<file path="src/rtl/vx_pkg.sv">
package vx_pkg;

    typedef enum logic [2:0] {
        EV_NONE   = 3'd0,
        EV_SNOOP  = 3'd1,
        EV_EVICT  = 3'd2,
        EV_FILL   = 3'd3,
        EV_WRITE  = 3'd4,
        EV_LOOKUP = 3'd5
    } ev_kind_e;

endpackage

</file>
<file path="src/rtl/vx_event_arb.sv">
module vx_event_arb #(
    parameter int IDX_W = 4,
    parameter int TAG_W = 8
) (
    input  logic               snp_valid,
    input  logic               snp_inv,
    input  logic [IDX_W-1:0]   snp_idx,
    input  logic [TAG_W-1:0]   snp_tag,
    input  logic               ev_valid,
    input  logic [IDX_W-1:0]   ev_idx,
    input  logic               ev_dirty,
    input  logic               fill_valid,
    input  logic [IDX_W-1:0]   fill_idx,
    input  logic               wr_valid,
    input  logic [IDX_W-1:0]   wr_idx,
    input  logic               lk_valid,
    input  logic [IDX_W-1:0]   lk_idx,
    input  logic [TAG_W-1:0]   lk_tag,
    output vx_pkg::ev_kind_e   sel_kind,
    output logic [IDX_W-1:0]   sel_idx,
    output logic [TAG_W-1:0]   sel_tag,
    output logic               sel_flag
);
    import vx_pkg::*;

    // Fixed priority: snoop > eviction > fill > write notice > lookup
    always_comb begin
        sel_kind = EV_NONE;
        sel_idx  = '0;
        sel_tag  = '0;
        sel_flag = 1'b0;
        if (snp_valid) begin
            sel_kind = EV_SNOOP;
            sel_idx  = snp_idx;
            sel_tag  = snp_tag;
            sel_flag = snp_inv;
        end else if (ev_valid) begin
            sel_kind = EV_EVICT;
            sel_idx  = ev_idx;
            sel_flag = ev_dirty;
        end else if (fill_valid) begin
            sel_kind = EV_FILL;
            sel_idx  = fill_idx;
        end else if (wr_valid) begin
            sel_kind = EV_WRITE;
            sel_idx  = wr_idx;
        end else if (lk_valid) begin
            sel_kind = EV_LOOKUP;
            sel_idx  = lk_idx;
            sel_tag  = lk_tag;
        end
    end

endmodule

</file>
<file path="src/rtl/vx_tag_store.sv">
module vx_tag_store #(
    parameter int NUM_LINES = 16,
    parameter int IDX_W     = 4,
    parameter int TAG_W     = 8,
    parameter int LAT_W     = 4,
    parameter int LAT_NORM  = 10,
    parameter int LAT_LOW   = 12
) (
    input  logic                  clk,
    input  logic                  rst_n,
    input  vx_pkg::ev_kind_e      sel_kind,
    input  logic [IDX_W-1:0]      sel_idx,
    input  logic [TAG_W-1:0]      sel_tag,
    input  logic                  sel_flag,
    input  logic [NUM_LINES-1:0]  pwr_low,
    output logic [NUM_LINES-1:0]  incl_q,
    output logic [NUM_LINES-1:0]  incl_d,
    output logic                  fwd_valid,
    output logic                  fwd_inv,
    output logic [IDX_W-1:0]      fwd_idx,
    output logic                  sr_valid,
    output logic                  sr_hit,
    output logic                  sr_dirty,
    output logic                  lk_done,
    output logic                  lk_hit,
    output logic [LAT_W-1:0]      lk_cycles
);
    import vx_pkg::*;

    typedef struct packed {
        logic [TAG_W-1:0] tag;
        logic             valid;
        logic             dirty;
        logic             incl;
    } line_t;

    typedef struct packed {
        line_t [NUM_LINES-1:0] lines;
        logic                  fwd_valid;
        logic                  fwd_inv;
        logic [IDX_W-1:0]      fwd_idx;
        logic                  sr_valid;
        logic                  sr_hit;
        logic                  sr_dirty;
        logic                  lk_done;
        logic                  lk_hit;
        logic [LAT_W-1:0]      lk_cyc;
    } state_t;

    state_t st_d, st_q;
    line_t  cur;
    logic   tag_hit;

    always_comb begin
        st_d           = st_q;
        st_d.fwd_valid = 1'b0;
        st_d.fwd_inv   = 1'b0;
        st_d.fwd_idx   = '0;
        st_d.sr_valid  = 1'b0;
        st_d.sr_hit    = 1'b0;
        st_d.sr_dirty  = 1'b0;
        st_d.lk_done   = 1'b0;
        st_d.lk_hit    = 1'b0;
        st_d.lk_cyc    = '0;

        cur     = st_q.lines[sel_idx];
        tag_hit = cur.valid && (cur.tag == sel_tag);

        unique case (sel_kind)
            EV_SNOOP: begin
                st_d.sr_valid = 1'b1;
                st_d.sr_hit   = tag_hit;
                st_d.sr_dirty = tag_hit && cur.dirty;
                if (tag_hit && cur.incl) begin
                    st_d.fwd_valid = 1'b1;
                    st_d.fwd_inv   = sel_flag;
                    st_d.fwd_idx   = sel_idx;
                end
                if (tag_hit && sel_flag) begin
                    cur.valid = 1'b0;
                    cur.dirty = 1'b0;
                    cur.incl  = 1'b0;
                end
            end
            EV_EVICT: begin
                if (cur.valid && cur.incl) begin
                    cur.incl  = 1'b0;
                    cur.dirty = cur.dirty | sel_flag;
                end
            end
            EV_FILL: begin
                if (cur.valid) begin
                    cur.incl = 1'b1;
                end
            end
            EV_WRITE: begin
                if (cur.valid && cur.incl) begin
                    cur.dirty = 1'b1;
                end
            end
            EV_LOOKUP: begin
                st_d.lk_done = 1'b1;
                st_d.lk_hit  = tag_hit;
                st_d.lk_cyc  = pwr_low[sel_idx] ? LAT_W'(LAT_LOW) : LAT_W'(LAT_NORM);
                if (!tag_hit) begin
                    if (cur.valid && cur.incl) begin
                        st_d.fwd_valid = 1'b1;
                        st_d.fwd_inv   = 1'b1;
                        st_d.fwd_idx   = sel_idx;
                    end
                    cur.tag   = sel_tag;
                    cur.valid = 1'b1;
                    cur.dirty = 1'b0;
                    cur.incl  = 1'b0;
                end
            end
            default: ;
        endcase

        st_d.lines[sel_idx] = cur;
    end

    always_ff @(posedge clk) begin
        if (!rst_n) begin
            st_q <= '0;
        end else begin
            st_q <= st_d;
        end
    end

    always_comb begin
        for (int i = 0; i < NUM_LINES; i++) begin
            incl_q[i] = st_q.lines[i].incl;
            incl_d[i] = st_d.lines[i].incl;
        end
    end

    assign fwd_valid = st_q.fwd_valid;
    assign fwd_inv   = st_q.fwd_inv;
    assign fwd_idx   = st_q.fwd_idx;
    assign sr_valid  = st_q.sr_valid;
    assign sr_hit    = st_q.sr_hit;
    assign sr_dirty  = st_q.sr_dirty;
    assign lk_done   = st_q.lk_done;
    assign lk_hit    = st_q.lk_hit;
    assign lk_cycles = st_q.lk_cyc;

endmodule

</file>
<file path="src/rtl/vx_supply_ctl.sv">
module vx_supply_ctl #(
    parameter int NUM_LINES = 16
) (
    input  logic                 clk,
    input  logic                 rst_n,
    input  logic [NUM_LINES-1:0] incl_q,
    input  logic [NUM_LINES-1:0] incl_d,
    output logic [NUM_LINES-1:0] pwr_low
);
    typedef struct packed {
        logic [NUM_LINES-1:0] low;
    } pwr_t;

    pwr_t pw_d, pw_q;

    // A line drops only after inclusion has been set for a full cycle,
    // and it rises back on the edge where inclusion clears.
    always_comb begin
        pw_d = pw_q;
        for (int i = 0; i < NUM_LINES; i++) begin
            pw_d.low[i] = incl_q[i] & incl_d[i];
        end
    end

    always_ff @(posedge clk) begin
        if (!rst_n) begin
            pw_q <= '0;
        end else begin
            pw_q <= pw_d;
        end
    end

    assign pwr_low = pw_q.low;

endmodule

</file>
<file path="src/rtl/vx_line_power_ctl.sv">
module vx_line_power_ctl #(
    parameter int NUM_LINES  = 16,
    parameter int TAG_W      = 8,
    parameter int LAT_NORM   = 10,
    parameter int LAT_LOW    = 12,
    localparam int IDX_W     = $clog2(NUM_LINES),
    localparam int LAT_W     = $clog2(LAT_LOW + 1)
) (
    input  logic                  clk,
    input  logic                  rst_n,
    input  logic                  snp_valid,
    input  logic                  snp_inv,
    input  logic [IDX_W-1:0]      snp_idx,
    input  logic [TAG_W-1:0]      snp_tag,
    input  logic                  ev_valid,
    input  logic [IDX_W-1:0]      ev_idx,
    input  logic                  ev_dirty,
    input  logic                  fill_valid,
    input  logic [IDX_W-1:0]      fill_idx,
    input  logic                  wr_valid,
    input  logic [IDX_W-1:0]      wr_idx,
    input  logic                  lk_valid,
    input  logic [IDX_W-1:0]      lk_idx,
    input  logic [TAG_W-1:0]      lk_tag,
    output logic [NUM_LINES-1:0]  supply_low,
    output logic                  fwd_valid,
    output logic                  fwd_inv,
    output logic [IDX_W-1:0]      fwd_idx,
    output logic                  snp_resp_valid,
    output logic                  snp_resp_hit,
    output logic                  snp_resp_dirty,
    output logic                  lk_done,
    output logic                  lk_hit,
    output logic [LAT_W-1:0]      lk_cycles
);
    vx_pkg::ev_kind_e     sel_kind;
    logic [IDX_W-1:0]     sel_idx;
    logic [TAG_W-1:0]     sel_tag;
    logic                 sel_flag;
    logic [NUM_LINES-1:0] incl_vec;
    logic [NUM_LINES-1:0] incl_nxt;

    vx_event_arb #(.IDX_W(IDX_W), .TAG_W(TAG_W)) i_arb (
        .snp_valid (snp_valid),
        .snp_inv   (snp_inv),
        .snp_idx   (snp_idx),
        .snp_tag   (snp_tag),
        .ev_valid  (ev_valid),
        .ev_idx    (ev_idx),
        .ev_dirty  (ev_dirty),
        .fill_valid(fill_valid),
        .fill_idx  (fill_idx),
        .wr_valid  (wr_valid),
        .wr_idx    (wr_idx),
        .lk_valid  (lk_valid),
        .lk_idx    (lk_idx),
        .lk_tag    (lk_tag),
        .sel_kind  (sel_kind),
        .sel_idx   (sel_idx),
        .sel_tag   (sel_tag),
        .sel_flag  (sel_flag)
    );

    vx_tag_store #(
        .NUM_LINES(NUM_LINES), .IDX_W(IDX_W), .TAG_W(TAG_W),
        .LAT_W(LAT_W), .LAT_NORM(LAT_NORM), .LAT_LOW(LAT_LOW)
    ) i_tags (
        .clk      (clk),
        .rst_n    (rst_n),
        .sel_kind (sel_kind),
        .sel_idx  (sel_idx),
        .sel_tag  (sel_tag),
        .sel_flag (sel_flag),
        .pwr_low  (supply_low),
        .incl_q   (incl_vec),
        .incl_d   (incl_nxt),
        .fwd_valid(fwd_valid),
        .fwd_inv  (fwd_inv),
        .fwd_idx  (fwd_idx),
        .sr_valid (snp_resp_valid),
        .sr_hit   (snp_resp_hit),
        .sr_dirty (snp_resp_dirty),
        .lk_done  (lk_done),
        .lk_hit   (lk_hit),
        .lk_cycles(lk_cycles)
    );

    vx_supply_ctl #(.NUM_LINES(NUM_LINES)) i_supply (
        .clk    (clk),
        .rst_n  (rst_n),
        .incl_q (incl_vec),
        .incl_d (incl_nxt),
        .pwr_low(supply_low)
    );

endmodule

</file>
<file path="config.mk">
export PLATFORM = sky130hd
export DESIGN_NAME = vx_line_power_ctl
export DESIGN_NICKNAME = d
export VERILOG_FILES = /design/src/rtl/vx_pkg.sv /design/src/rtl/vx_event_arb.sv /design/src/rtl/vx_tag_store.sv /design/src/rtl/vx_supply_ctl.sv /design/src/rtl/vx_line_power_ctl.sv
export SDC_FILE = /design/constraint.sdc
export NUM_CORES = 1
export LEC_CHECK = 0
export ABC_AREA = 0
export BUFFER_PORTS_ARGS = -buffer_cell sky130_fd_sc_hd__buf_2
export CAP_MARGIN = 20
export CORE_MARGIN = 2
export CORE_UTILIZATION = 37
export DETAILED_ROUTE_END_ITERATION = 10
export PLACE_DENSITY = 0.62
export SYNTH_ARGS = -nofsm -noshare
export SYNTH_HDL_FRONTEND = slang
export SYNTH_SLANG_ARGS = --single-unit
</file>
<file path="constraint.sdc">
create_clock -name clk -period 5.1 [get_ports clk]
set_clock_uncertainty 0.2 [all_clocks]
set_input_delay 0.765 -clock clk [delete_from_list [all_inputs] [get_ports clk]]
set_output_delay 0.765 -clock clk [all_outputs]
set_load 0.01 [all_outputs]
</file>
==> results.cfg <==
[global_routing]
grt-busiest-layer = met2
gr-usage-all-layers = 0.261
grt_start_max_net_pins = 97
groute.layer.met1.usage = 0.357
global_route_wire_length_before_repair_um = 56200
first_global_vias = 9211
grt_util_met3 = 0.0617
number_of_antenna_violations_at_the_first_check_in_global_routing = 0
grtUsageMet2 = 0.392
grt_overflow = 0

[layout]
sequential_cell_area_um2 = 4120
fillCellCount = 2562
antennaDiodeCount = 0
final_cell_mix = 206 x dfxtp_1, 184 x nand2_1, 124 x a21oi_1
post-route-cell-area_um2 = 11500
multi_input_combinational_cell_area_um2 = 5060
final_core_utilization = 0.444
mostFrequentLayoutCell = dfxtp_1
drive_above_1_share = 0.176
area.growth.synth_to_final_pct = 18.6
num-nets-final = 1310

[timing]
post-route-min-period_ps = 4630
finalSetupViolations = 0
max_slew.worst_pin.slew_ps = 1060
fmax_ghz = 0.216
layout_worst_path_cycle_share = 0.907
timing.slew.headroom = 0.293
unrepaired_setup_endpoints_after_global_routing = false
setup_slack_ps = 474
fin_setup_tns_ps = 0
final-max-slew-violation-count = 0
timing_hold_violations_final = 0

[placement]
placement.setup.worst_slack_ps = 0.247
post-dp-hpwl_um = 24900
routabilityCongestion = 0.948
placement.cell_area_um2 = 10700
port_buffers = 74

[yosys]
synth_edf_count = 0
synth.ff_latch_count = 206
yosys_warnings = 0
fraction_of_synthesis_flops_using_an_asynchronous_set_or_reset_pin = 0
synth_area_leaders = dfxtp_1 43%, nand2_1 7.1%, a21oi_1 6.4%
syn-num-nets = 1243
post_synth_num_cell_types = 71
most_used_flip_flop_cell_after_synthesis = dfxtp_1
post-synth-top-area-cell = dfxtp_1
synth_top_area_frac = 0.426
post_synth_instance_area_um2 = 9690
share_of_synthesized_area_occupied_by_flip_flops_and_latches = 0.426
synth_area_per_cell_um2 = 8.09
synthCells = 1198

[cts]
clk_root_buffer_cell = clkbuf_16
cts.repair_timing.setup_buffer_count = 0
htree_num_levels = 1
cts_resized = 0
cts-buffers-inserted = 23
worst_skew_pair.late_latency_ps = 520
cts_num_sinks = 206
max-clock-path-buffers = 3
clk_transition_reported_paths_ps = 60
tritoncts = built
holdBufCountCts = 0

[job]
max-cap-violations = 0

[floorplan]
top_level_ports = 76
core_area_um2 = 25900
placementRows = 59
initial_utilization = 0.374
die_width_um = 166
die-area_um2 = 27500
die-height_um = 166

[route]
antenna_violating_nets_post_route = 0
detailroute.via_count = 10000
viasPerCell = 6.19
routed_wirelength_um = 37200
route.detailed.wl_per_inst_um = 23.0
first_iter_violations = 1189
detailed_router_iteration_count_before_antenna_repair = 6
drc = 0

[setup_path]
rr_worst_depth = 12
critical_path_arrival_ps = 4860
cp_data_required_time_ps = 5340
worstSetupEndpointType = flop
crit_fanout = 19
worst-setup-path-type = primary input to flop
setup.worst_path.start_class = primary input

[hold_path]
worstHoldPathCells = 2
hold_path.class = flop to flop

[power]
cellLeakagePower_nw = 4.32
power_density_nw_per_um2 = 365
worst_ir_drop_vdd_mv = 0.205

[status]
outcome = finished, final reports clean
registers in the layout (all words and copies together) (netlist names):
| register | cells |
|---|---|
| i_supply.pwr_low | 16 |
| i_tags.fwd_idx | 4 |
| i_tags.fwd_inv | 1 |
| i_tags.fwd_valid | 1 |
| i_tags.incl_q | 16 |
| i_tags.lk_cycles | 3 |
| i_tags.lk_done | 1 |
| i_tags.lk_hit | 1 |
| i_tags.sr_dirty | 1 |
| i_tags.sr_hit | 1 |
| i_tags.sr_valid | 1 |
| i_tags.st_q | 160 |
where the power goes:
group	internal (mW)	switching, mW
sequential	1.66	0.0301
combinational	0.252	0.513
clock	1.04	0.693
logic make-up (layout without fill, tap and decap cells):
logic type,Yosys count,in the layout,synth area share
xor+xnor,8,8,0.00723
buf+inv,118,202,0.0581
mux,19,19,0.0226
flops,206,206,0.426
simple gates,407,407,0.199
compound gates,439,439,0.287
other cells,1,1,0.000387
final timing paths:
check                                                   start  slack [ps]                       endpoint
worst min-delay path            i_tags.st_q[104]$_SDFFE_PN0P_         250  i_tags.st_q[104]$_SDFFE_PN0P_
worst min register to register  i_tags.st_q[104]$_SDFFE_PN0P_         250  i_tags.st_q[104]$_SDFFE_PN0P_
worst max-delay path                               fill_valid         470   i_tags.incl_q[10]$_SDFF_PN0_
worst max register to register  i_tags.st_q[187]$_SDFFE_PN0P_        1260   i_tags.incl_q[10]$_SDFF_PN0_
worst max-delay path, cell delays in order:
cell       delay, ps
buf_2            180
nor2b_1          160
a2111oi_2        440
a221o_1          470
buf_4            370
a211oi_1          90
nor3_1           140
a2bb2oi_1        270
mux2i_1          260
o2111ai_1        150
buf_4            190
or4_1            460
o21ai_1          250
o311ai_4         270
buf_8            240
o22ai_1          140
cell usage after synthesis (6+ instances only):
library cell,number
nor4_1,11
or4_1,8
a211oi_1,16
o21ai_1,32
a22o_1,6
nand2_1,184
a2111oi_0,8
nand3_1,99
nor3_1,9
o21ai_0,101
a21oi_1,124
buf_2,36
o22ai_1,37
dfxtp_1,206
a22oi_1,12
a311oi_1,11
a21boi_0,16
xor2_1,6
and4_1,6
buf_4,16
a31oi_1,7
o211ai_1,9
and3_1,7
o211a_1,12
a221oi_1,8
mux2i_1,11
nor2_1,43
clkbuf_1,55
o41ai_1,12
metrics by stage:
step	cells	power (mW)	hold WS [ps]
floorplan	1198	2.16	229
global placement	1574	2.46	237
detailed placement	1575	2.47	243
CTS	1617	4.18	252
global route	1617	4.31	280
finish	1617	4.19	251
cell type report:
cell class / instances / area share
multi-input combinational: 874 / 0.440
sequential: 206 / 0.359
timing repair buffer: 156 / 0.0953
clock buffer: 32 / 0.0565
tap: 335 / 0.0365
clock inverter: 10 / 0.0114
inverter: 4 / 0.00131
per-layer routing:
| metal | routed length (um) | part of all wire | vias to the layer above |
|---|---|---|---|
| met3 | 4060 | 0.11 | 102 |
| met1 | 15300 | 0.41 | 4793 |
| met4 | 1700 | 0.046 | 0 |
| li1 | - | - | 4544 |
| met2 | 16200 | 0.43 | 564 |
| met5 | 0 | 0 | - |
Power figures use the tool's default switching activity.
